$ cat config.mk
export PLATFORM = sky130hd
export DESIGN_NAME = crc_serial_aug
export DESIGN_NICKNAME = d
export VERILOG_FILES = /design/src/rtl/crc_pkg.sv /design/src/rtl/crc_step.sv /design/src/rtl/crc_ctrl.sv /design/src/rtl/crc_fmt.sv /design/src/rtl/crc_serial_aug.sv
export SDC_FILE = /design/constraint.sdc
export NUM_CORES = 1
export LEC_CHECK = 0
export ABC_AREA = 0
export BUFFER_PORTS_ARGS = -buffer_cell sky130_fd_sc_hd__clkbuf_2
export CAP_MARGIN = 20
export CORE_MARGIN = 3
export CORE_UTILIZATION = 49
export CTS_BUF_LIST = sky130_fd_sc_hd__clkbuf_16
export CTS_CLUSTER_SIZE = 8
export DETAILED_ROUTE_END_ITERATION = 8
export HOLD_SLACK_MARGIN = 0.1
export PLACE_DENSITY_LB_ADDON = 0.05
export SYNTH_ARGS = -nofsm -noshare
export SYNTH_HDL_FRONTEND = slang
export SYNTH_HIERARCHICAL = 1
export SYNTH_SLANG_ARGS = --single-unit
$ cat constraint.sdc
create_clock -name clk -period 1.4 [get_ports clk]
set_input_delay 0.28 -clock clk [delete_from_list [all_inputs] [get_ports clk]]
set_output_delay 0.28 -clock clk [all_outputs]
set_load 0.01 [all_outputs]
$ cat src/rtl/crc_pkg.sv
package crc_pkg;
  typedef enum logic [1:0] {
    PH_IDLE = 2'd0,
    PH_DATA = 2'd1,
    PH_PAD  = 2'd2
  } phase_t;

  typedef enum logic {
    MODE_GEN   = 1'b0,
    MODE_CHECK = 1'b1
  } mode_t;
endpackage

$ cat src/rtl/crc_step.sv
// One augmented-division step: shift a bit in at the bottom, then reduce
// by the full generator if the top position became 1.
module crc_step #(
  parameter int         W    = 4,
  parameter logic [W:0] POLY = 5'b10011
) (
  input  logic [W:0] cur,
  input  logic       din,
  output logic [W:0] nxt
);
  logic [W:0] shifted;

  always_comb begin
    shifted = {cur[W-1:0], din};
    nxt     = shifted[W] ? (shifted ^ POLY) : shifted;
  end
endmodule

$ cat src/rtl/crc_ctrl.sv
// Run sequencing: data entry, W-bit zero padding, completion strobe.
module crc_ctrl
  import crc_pkg::*;
#(
  parameter int W = 4
) (
  input  logic   clk,
  input  logic   rst,
  input  logic   start,
  input  logic   mode,
  input  logic   in_valid,
  input  logic   in_last,
  output phase_t phase,
  output mode_t  mode_q,
  output logic   shift_en,
  output logic   zero_fill,
  output logic   finish
);
  localparam int CW = (W > 1) ? $clog2(W) : 1;
  localparam logic [CW-1:0] PAD_LAST = CW'(W - 1);

  phase_t        phase_q;
  logic [CW-1:0] pad_cnt;

  assign phase = phase_q;

  always_comb begin
    shift_en  = 1'b0;
    zero_fill = 1'b0;
    finish    = 1'b0;
    if (!start) begin
      case (phase_q)
        PH_DATA: begin
          shift_en = in_valid;
          finish   = in_valid && in_last && (mode_q == MODE_CHECK);
        end
        PH_PAD: begin
          shift_en  = 1'b1;
          zero_fill = 1'b1;
          finish    = (pad_cnt == PAD_LAST);
        end
        default: ;
      endcase
    end
  end

  always_ff @(posedge clk) begin
    if (rst) begin
      phase_q <= PH_IDLE;
      pad_cnt <= '0;
      mode_q  <= MODE_GEN;
    end else if (start) begin
      phase_q <= PH_DATA;
      pad_cnt <= '0;
      mode_q  <= mode_t'(mode);
    end else begin
      case (phase_q)
        PH_DATA: begin
          if (in_valid && in_last) begin
            phase_q <= (mode_q == MODE_CHECK) ? PH_IDLE : PH_PAD;
            pad_cnt <= '0;
          end
        end
        PH_PAD: begin
          if (pad_cnt == PAD_LAST) begin
            phase_q <= PH_IDLE;
          end else begin
            pad_cnt <= pad_cnt + 1'b1;
          end
        end
        default: ;
      endcase
    end
  end
endmodule

$ cat src/rtl/crc_fmt.sv
// Output shaping: final XOR and optional reversal for generated CRCs,
// raw remainder for checks.
module crc_fmt #(
  parameter int           W           = 4,
  parameter logic [W-1:0] XOROUT      = '0,
  parameter bit           OUT_REFLECT = 1'b0
) (
  input  logic [W-1:0] raw,
  input  logic         is_check,
  output logic [W-1:0] fmt_out
);
  logic [W-1:0] xored;
  logic [W-1:0] ordered;

  assign xored = raw ^ XOROUT;

  generate
    if (OUT_REFLECT) begin : g_rev
      for (genvar gi = 0; gi < W; gi++) begin : g_bit
        assign ordered[gi] = xored[W-1-gi];
      end
    end else begin : g_fwd
      assign ordered = xored;
    end
  endgenerate

  assign fmt_out = is_check ? raw : ordered;
endmodule

$ cat src/rtl/crc_serial_aug.sv
module crc_serial_aug
  import crc_pkg::*;
#(
  parameter int           W           = 4,
  parameter logic [W:0]   POLY        = 5'b10011,
  parameter logic [W-1:0] INIT        = '0,
  parameter logic [W-1:0] XOROUT      = '0,
  parameter bit           OUT_REFLECT = 1'b0
) (
  input  logic         clk,
  input  logic         rst,
  input  logic         start,
  input  logic         mode,
  input  logic         in_valid,
  input  logic         in_bit,
  input  logic         in_last,
  output logic [W-1:0] crc_out,
  output logic         done,
  output logic         pass
);
  phase_t       phase;
  mode_t        mode_q;
  logic         shift_en;
  logic         zero_fill;
  logic         finish;
  logic         step_bit;
  logic [W:0]   rem_q;
  logic [W:0]   rem_nx;
  logic [W-1:0] fmt;

  crc_ctrl #(.W(W)) u_ctrl (
    .clk       (clk),
    .rst       (rst),
    .start     (start),
    .mode      (mode),
    .in_valid  (in_valid),
    .in_last   (in_last),
    .phase     (phase),
    .mode_q    (mode_q),
    .shift_en  (shift_en),
    .zero_fill (zero_fill),
    .finish    (finish)
  );

  assign step_bit = zero_fill ? 1'b0 : in_bit;

  crc_step #(.W(W), .POLY(POLY)) u_step (
    .cur (rem_q),
    .din (step_bit),
    .nxt (rem_nx)
  );

  crc_fmt #(.W(W), .XOROUT(XOROUT), .OUT_REFLECT(OUT_REFLECT)) u_fmt (
    .raw      (rem_nx[W-1:0]),
    .is_check (mode_q == MODE_CHECK),
    .fmt_out  (fmt)
  );

  always_ff @(posedge clk) begin
    if (rst) begin
      rem_q   <= '0;
      done    <= 1'b0;
      pass    <= 1'b0;
      crc_out <= '0;
    end else begin
      done <= 1'b0;
      pass <= 1'b0;
      if (start) begin
        rem_q <= {1'b0, INIT};
      end else if (shift_en) begin
        rem_q <= rem_nx;
      end
      if (finish) begin
        done    <= 1'b1;
        pass    <= (mode_q == MODE_CHECK) && (rem_nx[W-1:0] == '0);
        crc_out <= fmt;
      end
    end
  end
endmodule

### Word level (Yosys, flattened, before mapping)

Cells that the tools add are included.

* input bits: 7
* logic and storage cells: 47
* output and inout port bits: 6
* bits in registers: 15

* $add $sub $neg: 1
* bitwise operators: 2
* reductions and logical operators: 11
* eq/ne operators: 8
* multiplexer cells: 17

Operator list (count)
* $mux 2: 6
* $reduce_and 3->1: 3
* $pmux 2 s2: 2
* $mux 1: 7
* $ne 3x2->1 const B: 2
* $eq 2x2->1 const B: 2
* $logic_not 4->1: 1
* $ne 2x1->1 const B: 2
* $pmux 1 s2: 2
* $reduce_or 2->1: 2
* $logic_and 1x1->1: 3
* $reduce_bool 3->1: 1
* $add 2x1->2 const B: 1
* $eq 2x1->1 const B: 1
* $ne 2x2->1 const B: 1
* $not 2->2: 1
* $reduce_bool 2->1: 1
* $not 1->1: 1

### Longest topological paths before layout

Gate-level depths: netlist of the first run.

* depth in word-level cells: 8
* depth in mapped cells: 8
* gate-level depth less buffers: 7

### Modules after synthesis

Netlist of the first run, hierarchy kept.

By module, submodules not included
* crc_serial_aug: cells an instance 36, instances 1, area each 412.9 um2, seq. area each 220.2 um2
* crc_ctrl: cells an instance 41, instances 1, area each 372.9 um2, seq. area each 100.1 um2
* crc_step: cells an instance 6, instances 1, area each 43.8 um2, seq. area each 0.0 um2
* crc_fmt: cells an instance 4, instances 1, area each 30.0 um2, seq. area each 0.0 um2

### Least setup slack after synthesis of the first run

OpenSTA, ideal clock, no wires.

* path kind: reg-to-reg
* from: reg u_ctrl.phase_q[1], in the netlist u_ctrl/phase[1]
* to: reg u_ctrl.pad_cnt[1]
* buffers on the path: 0
* period minus slack after synthesis: 1.477 ns
* data arrival time: 1.355 ns
* stages on the path, launching flop included: 6
* setup slack: -0.077 ns
* data required time: 1.279 ns
* library setup time: 0.121 ns
* cells stage by stage: dfxtp_1 -> inv_1 -> ha_1 -> a21boi_2 -> a211oi_2 -> mux2_4

* cells in the longest elaborated chain, start to end: 3
* elaborated cells on any way between the ends: 7
* those cells by class: eq/ne (4); mux (1); reduce/logical (2)

RTL lines
* start, declared: RTL line crc_ctrl.sv:22 `phase_t phase_q;`
* start signal, assigned: RTL line crc_ctrl.sv:60 `phase_q <= (mode_q == MODE_CHECK) ? PH_IDLE : PH_PAD;`
* $eq 2x2->1 / $eq 2x1->1 (equally long branches): RTL line crc_ctrl.sv:57 `case (phase_q)`
* $ne 2x2->1 (no source line) (tied with other cells)
* $reduce_and 3->1 (no source line)
* end signal, assigned: RTL line crc_ctrl.sv:68 `pad_cnt <= pad_cnt + 1'b1;`
* end, declared: RTL line crc_ctrl.sv:23 `logic [CW-1:0] pad_cnt;`

Parallel ways exist; a longest one is shown, timed or not.
A chain may end at the register's enable or synchronous reset.

### Worst setup path in the final report of the first run

* from: reg u_ctrl.phase_q[0], in the netlist u_ctrl/phase[0]
* to: reg rem_q[0]

* cells in the longest elaborated chain, start to end: 6
* elaborated cells on any way between the ends: 9
* those cells by class: eq/ne (2); mux (6); bitwise (1)

RTL lines
* $eq 2x2->1 *: RTL line crc_ctrl.sv:32 `case (phase_q)`
* $mux 1 *: RTL line crc_ctrl.sv:32
* $mux 1 *: RTL line crc_ctrl.sv:31 `if (!start) begin`
* named net zero_fill: RTL line crc_serial_aug.sv:24 `logic zero_fill;`
* $mux 1 *: RTL line crc_serial_aug.sv:45 `assign step_bit = zero_fill ? 1'b0 : in_bit;`
* named net step_bit: RTL line crc_serial_aug.sv:26 `logic step_bit;`
* $not 2->2 (no source line)
* $mux 2 *: RTL line crc_step.sv:15 `nxt = shifted[W] ? (shifted ^ POLY) : shifted;`
* named net rem_nx[0]: RTL line crc_serial_aug.sv:28 `logic [W:0] rem_nx;`
* end signal, assigned: RTL line crc_serial_aug.sv:69 `rem_q <= {1'b0, INIT};`
* end signal, assigned: RTL line crc_serial_aug.sv:71 `rem_q <= rem_nx;`
* end, declared: RTL line crc_serial_aug.sv:27 `logic [W:0] rem_q;`

Mark *: on every way through the listed nets, which the timed path passes. The rest lies on a longest branch.

==> impl_metrics.tcl, run 1 <==
set metrics [dict create \
    ant_nets 0 \
    grt_pass1_vias 574 \
    overflow 0 \
    period_share 1.06 \
    core_region_area_sq_um 1540 \
    p_per_area_nw_per_um2 1000 \
    cts_sinks 15 \
    hold_buffers 0 \
    clock_latency_ns 0.24 \
    syn-num-nets 95 \
    die_h_microns 46.7 \
    grt_pass1_wl_microns 2500 \
    clk_pin_slew_ns 0.05 \
    clockBufferDepth 2 \
    period_minus_slack_ns 1.48 \
    vias 623 \
    r2r_cells 7 \
    wl_microns 1640 \
    syn_area_per_cell_sq_um 9.92 \
    grt_max_degree 12 \
    timing.fmax_mhz 674 \
    cts_max_level 1 \
    fp.dieW_microns 46.7 \
    synthesis.area_sq_um 813 \
    drive_above_1_share 0.442 \
    routed_via_density 5.19 \
    rsz0062_at_grt "yes" \
    syn_to_final_growth_pct 36.9 \
    pre_cts_slack_ns -0.117 \
    peakVddDrop_mv 0.685 \
    endpoint_kind "register" \
    layout.nets 118 \
    hold_viol_final 0 \
    critPathKind "reg2reg" \
    gp_congestion 0.785 \
    hp-class "in2reg" \
    synth_warnings 6 \
    min_delay_path_depth 3 \
    track_usage 0.164 \
    start_kind "register" \
    drc_errors 0 \
    cts_root_buf "clkbuf_16" \
    dpl_cell_area_sq_um 905 \
    fin_util 0.722 \
    rows 14 \
    cts_tree "yes" \
    grt_antenna_before_repair 0 \
    crit_required_ns 1.57 \
    violations "setup timing" \
    io_buffers 12 \
    stdcell_area_sq_um 1110 \
    die_area_sq_um 2180 \
    netlist_instances 82 \
    tns_ns -0.496 \
    numCtsBuffers 3 \
    max_slew_margin 0.776 \
    worstPathMaxFanout 4 \
    wl_per_cell_microns 13.6 \
    final.setup_skew_ns 0.00417 \
    p_leak_uw 0.000479 \
    finalMaxSlewViolations 0 \
    fin_ws_ns -0.0846 \
    dp_hpwl_microns 1120 \
    drv_cap 0 \
    start_util 0.528 \
    cp.arrival_ns 1.66 \
    setup_viol 10 \
    status "finished, violations left" \
    drtPass1Iterations 3 \
    ios 13 \
    initialDrtViolationCount 4 \
    worst_slew_pin_slew_ns 0.334 \
    antenna_cells 0 \
]
-- cell type report --
cell class,instances,area [sq um]
fill,112,428
tap,16,20.0
sequential,15,308
timing repair buffer,27,188
clock buffer,3,75.1
clock inverter,1,7.51
multi-input combinational,55,499
inverter,3,16.3
-- metrics by stage --
step,hold slack [ns],std cells,total power (uW)
after floorplan,0.349,82,491
after global placement,0.471,112,532
after detailed placement,0.482,112,532
after CTS,0.284,118,1120
after global routing,0.323,120,1160
final,0.281,120,1120
-- sequential cells by signal, indices dropped and copies added, names as in the netlist --
signal	flops
done	1
u_ctrl/phase	2
crc_out	4
u_ctrl/pad_cnt	2
rem_q	4
pass	1
u_ctrl/mode_q	1
-- timing repair --
item | 4_1_cts | 5_1_grt
buffers inserted | 2 | 2
pin swaps | 6 | 3
gates resized for setup | 19 | 4
endpoints found under the setup margin | 12 | 13
-- power breakdown --
group / switching, uW / total [uW] / internal, uW / leakage [uW]
Sequential: 7.60 / 438 / 430 / 0.000123
Combinational: 54.2 / 115 / 61.1 / 0.000319
Clock: 180 / 564 / 384 / 0.0000371
Total: 242 / 1120 / 876 / 0.000479
-- critical path: stages (launching register included) --
cell and delay, ns:
dfxtp_4 0.38, inv_4 0.04, ha_4 0.15, nor2b_2 0.14, nor2b_1 0.13, xor2_1 0.26
mux2i_1 0.14, nor3_1 0.17
-- worst paths after layout --
kind | start | endpoint | slack [ns]
worst min-delay path | mode | u_ctrl/mode_q | 0.28
worst min register to register | crc_out[0] | crc_out[0] | 0.49
worst max-delay path | u_ctrl/phase[0] | rem_q[0] | -0.08
worst max register to register | u_ctrl/phase[0] | rem_q[0] | -0.08
-- layout by cell type, fill, tap and decap left out, drive strengths merged, types with 2 or more instances in the layout --
cell	n
nand4	2
nor2b	4
buf	15
and3	2
nand2	2
a21boi	3
mux2i	11
clkbuf	15
nor3	5
xor2	2
dfxtp	15
nor2	8
ha	6
a211oi	2
inv	3
a21oi	2
-- per-layer routing --
| layer | vias to the layer above | global-route usage | wire length [microns] |
|---|---|---|---|
| met5 | - | 0 | 0 |
| met3 | 2 | 0.0268 | 66 |
| met1 | 285 | 0.220 | 788 |
| met2 | 12 | 0.264 | 770 |
| met4 | 0 | 0.0663 | 12 |
| li1 | 324 | - | - |
No activity file was read; power rests on OpenSTA's default activity.
==> run 2, diff against run 1 <==
CORE_UTILIZATION = 46   (was 49)
CTS_CLUSTER_DIAMETER = 80   (was not set)
SYNTH_HIERARCHICAL = not set   (was 1)
==> run 2 against run 1 <==
The run still ends with setup timing left. Combinational power about the same. Via count down 7.5%. Fmax rose by 3.4%. Area after synthesis fell by 13%.
==> impl_metrics.tcl, run 2 <==
set metrics [dict create \
    p_per_area_nw_per_um2 1120 \
    clock_latency_ns 0.24 \
    worst_slew_pin_slew_ns 0.317 \
    grt_pass1_wl_microns 2500 \
    grtUsageMet2 0.274 \
    min_delay_path_depth 3 \
    cp.arrival_ns 1.62 \
    rsz0062_at_grt "yes" \
    yosysSeqAreaShare 0.426 \
    overflow 0 \
    fill_cells 110 \
    synth_warnings 0 \
    worstHoldStart "mode" \
    seqCellArea_sq_um 303 \
    drive_above_1_share 0.452 \
    syn_to_final_growth_pct 39.6 \
    crit_family "simple AND/OR/NAND/NOR gates" \
    p_leak_uw 0.000408 \
    fp.dieW_microns 45.1 \
    grt.busiest_layer "met2" \
    syn_area_per_cell_sq_um 10.1 \
    grt_antenna_before_repair 0 \
    period_minus_slack_ns 1.44 \
    die_area_sq_um 2040 \
    fin_ws_ns -0.0363 \
    rows 13 \
    timing.hold.ws_ns 0.280 \
    cts_root_buf "clkbuf_16" \
    peakVddDrop_mv 0.855 \
    start_util 0.516 \
    yosysMostFrequentCell "dfxtp_1" \
    vias 576 \
    core_region_area_sq_um 1370 \
    crit_required_ns 1.58 \
    initialDrtViolationCount 7 \
    layout.nets 105 \
    final.setup_skew_ns 0.00230 \
    ys_ff_latch 15 \
    r2r_start "u_ctrl.phase[1]" \
    netlist_instances 70 \
    stdcell_area_sq_um 983 \
    top_regs "crc_out: 4 flops, rem_q: 4 flops" \
    dpl_cell_area_sq_um 817 \
    worst_path_max_delay_cell "dfxtp_2" \
    max_slew_margin 0.788 \
    postSynth.asyncResetShare 0 \
    synthesis.area_sq_um 704 \
    synth-main-ff-cell "dfxtp_1" \
    layout_commonest_cell "dfxtp_1" \
    critPathKind "reg2reg" \
    antenna_cells 0 \
    io_buffers 12 \
    slowest_delay_ns 0.34 \
    clockBufferDepth 2 \
    gr-usage-met1 0.217 \
    status "finished, violations left" \
    r2r_slack_ns -0.04 \
    timing.fmax_mhz 696 \
    drv_cap 0 \
    grt_pass1_vias 535 \
    r2r_end "pass" \
    total_power_uw 1100 \
    gp_congestion 0.754 \
    gr-usage-met3 0.0518 \
    routed_via_density 5.33 \
    synth_top_area_frac 0.426 \
    finalMaxSlewViolations 0 \
    endpoint_kind "register" \
    hp-class "in2reg" \
    synth_commonest_cells "dfxtp_1, nor2_1, mux2i_1, ha_1" \
    die_h_microns 45.1 \
    numCtsBuffers 3 \
    ios 13 \
    cts_sinks 15 \
    setup_viol 5 \
    critPathBufInv 2 \
    synth_edf_count 0 \
    start_kind "register" \
    dp_hpwl_microns 1060 \
    violations "setup timing" \
    synth_top_cell_by_area "dfxtp_1" \
    multi_input_area_sq_um 445 \
    cp_cell_sequence "inv_2 > ha_4 > nand4_4 > a211oi_4 > buf_6 > and2b_1 > and3_1" \
    ant_nets 0 \
    netlist-cell-type-count 24 \
    cts_max_level 1 \
    hold_viol_final 0 \
    cts_tree "yes" \
    clk_pin_slew_ns 0.05 \
    drc_errors 0 \
    period_share 1.03 \
    wl_per_cell_microns 13.9 \
    hold_buffers 0 \
    layout_common_cells "dfxtp_1, clkbuf_2, nor2_1" \
    grt_max_degree 9 \
    drtPass1Iterations 4 \
    wl_microns 1500 \
    hold-path-endpoint "u_ctrl.mode_q" \
    r2r_cells 7 \
    syn-num-nets 81 \
    worstPathMaxFanout 7 \
    yosys-top-cells-area "dfxtp_1, mux2i_1, ha_1, nor2_1, a211oi_1" \
    track_usage 0.175 \
]
run 2: cells by family (layout without fill, tap and decap cells):
family / after synthesis / count (layout) / share of synthesized area
AOI/OAI and AO/OA: 14 / 14 / 0.162
xor gates and xnor gates: 2 / 2 / 0.0249
adders and majority gates: 4 / 4 / 0.0711
buffers and inverters: 4 / 27 / 0.0444
DFF: 15 / 15 / 0.426
muxes: 6 / 6 / 0.0853
and+or+nand+nor: 25 / 25 / 0.187
run 2: timing repair:
action | CTS | global route
hold endpoints to repair | 0 | 0
setup endpoints to repair | 13 | 13
pin swaps | 4 | 4
resized for setup | 13 | 5
setup buffers | 1 | 1
run 2: cell type report:
type | count | share of cell area
clock buffers | 3 | 0.0763
clock inverters | 1 | 0.00382
inverters | 3 | 0.0140
multi-input cells | 51 | 0.453
flip-flops and latches | 15 | 0.308
well taps | 15 | 0.0191
repair buffers | 20 | 0.126
run 2: tightest hold or removal path: cells and delay by family:
family / cells / cell delay (ns)
buf+inv: 1 / 0.07
simple gates: 1 / 0.07
mux: 1 / 0.05
run 2: report_power, final:
group / switching [uW] / leakage [uW] / total [uW] / internal, uW
registers: 10.5 / 0.000122 / 447 / 436
logic: 64.1 / 0.000244 / 118 / 53.9
clock network: 161 / 0.0000423 / 538 / 377
run 2: per-stage QoR:
stage / setup slack, ns / setup TNS, ns / utilization / std cells
after CTS: -0.0184 / -0.0359 / 0.697 / 107
after global routing: -0.0981 / -0.803 / 0.720 / 108
after floorplan: 0.00294 / 0 / - / 70
after detailed placement: -0.161 / -1.30 / 0.598 / 102
final: -0.0363 / -0.0908 / 0.720 / 108
after global placement: -0.110 / -0.822 / 0.598 / 102
run 2: worst max path at each step:
| stage | from | end | slack, ns | cells past startpoint |
|---|---|---|---|---|
| 5_1_grt | u_ctrl.phase[1] | pass | -0.1 | 7 |
| 3_5_place_dp | u_ctrl.phase[1] | u_ctrl.pad_cnt[1] | -0.16 | 6 |
| 3_3_place_gp | u_ctrl.phase[1] | pass | -0.11 | 6 |
| 2_1_floorplan | u_ctrl.phase[1] | u_ctrl.pad_cnt[1] | 0.003 | 6 |
| 6_report | u_ctrl.phase[1] | pass | -0.04 | 7 |
| 4_1_cts | u_ctrl.phase[1] | pass | -0.02 | 7 |
run 2: routing by layer:
metal,up-vias,part of all wire
met5,-,0
met1,264,0.45
met4,0,0.018
li1,294,-
met2,14,0.47
met3,4,0.061
==> run 3, diff against run 2 <==
CORE_UTILIZATION = 51   (was 46)
SKIP_LAST_GASP = 1   (was not set)
clock period = 1.49 ns   (was 1.4 ns; I/O delays follow)
==> run 3 against run 2 <==
The flow now finishes without violations. Total power fell by 5.7%. Worst hold slack improved by 0.036 ns. Sequential power fell by 6.7%. Combinational power fell by 13%. Critical path type unchanged. Largest cell class unchanged. Largest power group unchanged.
==> impl_metrics.tcl, run 3 (synthesis results as in run 2) <==
set metrics [dict create \
    cp.depth 6 \
    worstPathMaxFanout 7 \
    drc_errors 0 \
    grt_max_degree 10 \
    drv_cap 0 \
    initialDrtViolationCount 2 \
    crit_required_ns 1.62 \
    cts_root_buf "clkbuf_16" \
    overflow 0 \
    hp-class "in2reg" \
    cp.arrival_ns 1.60 \
    rows 12 \
    syn_to_final_growth_pct 33.2 \
    layout.nets 102 \
    r2r_cells 6 \
    critPathBufInv 1 \
    max_slew_margin 0.752 \
    dpl_cell_area_sq_um 777 \
    cp_cell_sequence "inv_2 > ha_4 > nand4_4 > a211oi_4 > mux2i_1 > nor2_1" \
    p_per_area_nw_per_um2 1110 \
    slowest_delay_ns 0.41 \
    tns_ns 0 \
    top_regs "crc_out: 4 flops, rem_q: 4 flops" \
    drive_above_1_share 0.411 \
    grt_pass1_wl_microns 2560 \
    grt_antenna_before_repair 0 \
    worst_slew_pin_slew_ns 0.371 \
    numCtsBuffers 3 \
    cts_max_level 1 \
    clk_pin_slew_ns 0.05 \
    ant_nets 0 \
    wl_microns 1450 \
    cts_sinks 15 \
    hold_viol_final 0 \
    worst_path_max_delay_cell "a211oi_4" \
    hold-path-endpoint "u_ctrl.mode_q" \
    final.setup_skew_ns 0.00338 \
    layout_common_cells "dfxtp_1, clkbuf_2, nor2_1" \
    endpoint_kind "register" \
    fill_cells 93 \
    wl_per_cell_microns 13.9 \
    finalMaxSlewViolations 0 \
    start_kind "register" \
    die_area_sq_um 1860 \
    dp_hpwl_microns 956 \
    setup_viol 0 \
    worstHoldStart "mode" \
    status "finished clean" \
    p_leak_uw 0.000382 \
    period_minus_slack_ns 1.47 \
    cp-startpoint "u_ctrl.phase[1]" \
    rsz0062_at_grt "yes" \
    ios 13 \
    r2r_end "crc_out[2]" \
    clock_latency_ns 0.25 \
    io_buffers 12 \
    min_delay_path_depth 3 \
    die_h_microns 43.2 \
    hold_buffers 0 \
    timing.fmax_mhz 682 \
    r2r_start "u_ctrl.phase[1]" \
    track_usage 0.186 \
    critPathKind "reg2reg" \
    r2r_slack_ns 0.02 \
    cts_tree "yes" \
    gp_congestion 0.750 \
    drtPass1Iterations 4 \
    stdcell_area_sq_um 938 \
    fp.dieW_microns 43.2 \
    vias 568 \
    core_region_area_sq_um 1200 \
    antenna_cells 0 \
    peakVddDrop_mv 0.862 \
    layout_commonest_cell "dfxtp_1" \
    routed_via_density 5.46 \
    clockBufferDepth 2 \
    start_util 0.586 \
    crit_family "compound AO/OA/AOI/OAI gates" \
    grt_pass1_vias 567 \
    period_share 0.984 \
]
[run 3: metal layers]
| layer | wire length, microns | GRT usage | up-vias |
|---|---|---|---|
| li1 | - | - | 287 |
| met1 | 723 | 0.234 | 262 |
| met2 | 622 | 0.277 | 14 |
| met3 | 63 | 0.0508 | 5 |
| met4 | 38 | 0.108 | 0 |
| met5 | 0 | 0 | - |
[run 3: report_power, final]
part,switching (uW),internal (uW)
sequential,8.53,408
combinational,55.6,47.9
clock,161,358
total,225,814
[run 3: worst min-delay path, stage by stage]
cell and delay (ns):
clkbuf_2 0.08, mux2i_1 0.06, nor2_1 0.08
[run 3: stage by stage]
step           hold WS (ns)  std cells  worst slack [ns]  power [uW]   util
2_1_floorplan         0.445         70            0.0435         478      -
3_3_place_gp          0.476         97           -0.0171         499  0.647
3_5_place_dp          0.479         97           -0.0462         500  0.647
4_1_cts               0.289        101          -0.00103        1040  0.748
5_1_grt               0.334        104           -0.0648        1080  0.781
6_report              0.315        104            0.0237        1040  0.781
[run 3: repair_timing]
item                       4_1_cts  5_1_grt
hold endpoints to repair         0        0
resized for setup               10        5
gates cloned                     0        0
setup endpoints to repair        8       11
setup buffers                    0        3
pin swaps                        1        5
[run 3: cell type report]
class	instances	area (sq um)	area share
tap	14	17.5	0.0187
sequential	15	305	0.325
inverter	3	11.3	0.0120
clock inverter	1	5.00	0.00533
clock buffer	3	75.1	0.0800
multi-input combinational	51	427	0.455
timing repair buffer	17	97.6	0.104
[run 3: worst max path at each step]
stage | end | slack (ns)
after detailed placement | crc_out[3] | -0.05
after global routing | crc_out[3] | -0.06
after global placement | u_ctrl.pad_cnt[1] | -0.02
after floorplan | rem_q[2] | 0.04
final | crc_out[2] | 0.02
after CTS | crc_out[3] | -0.001
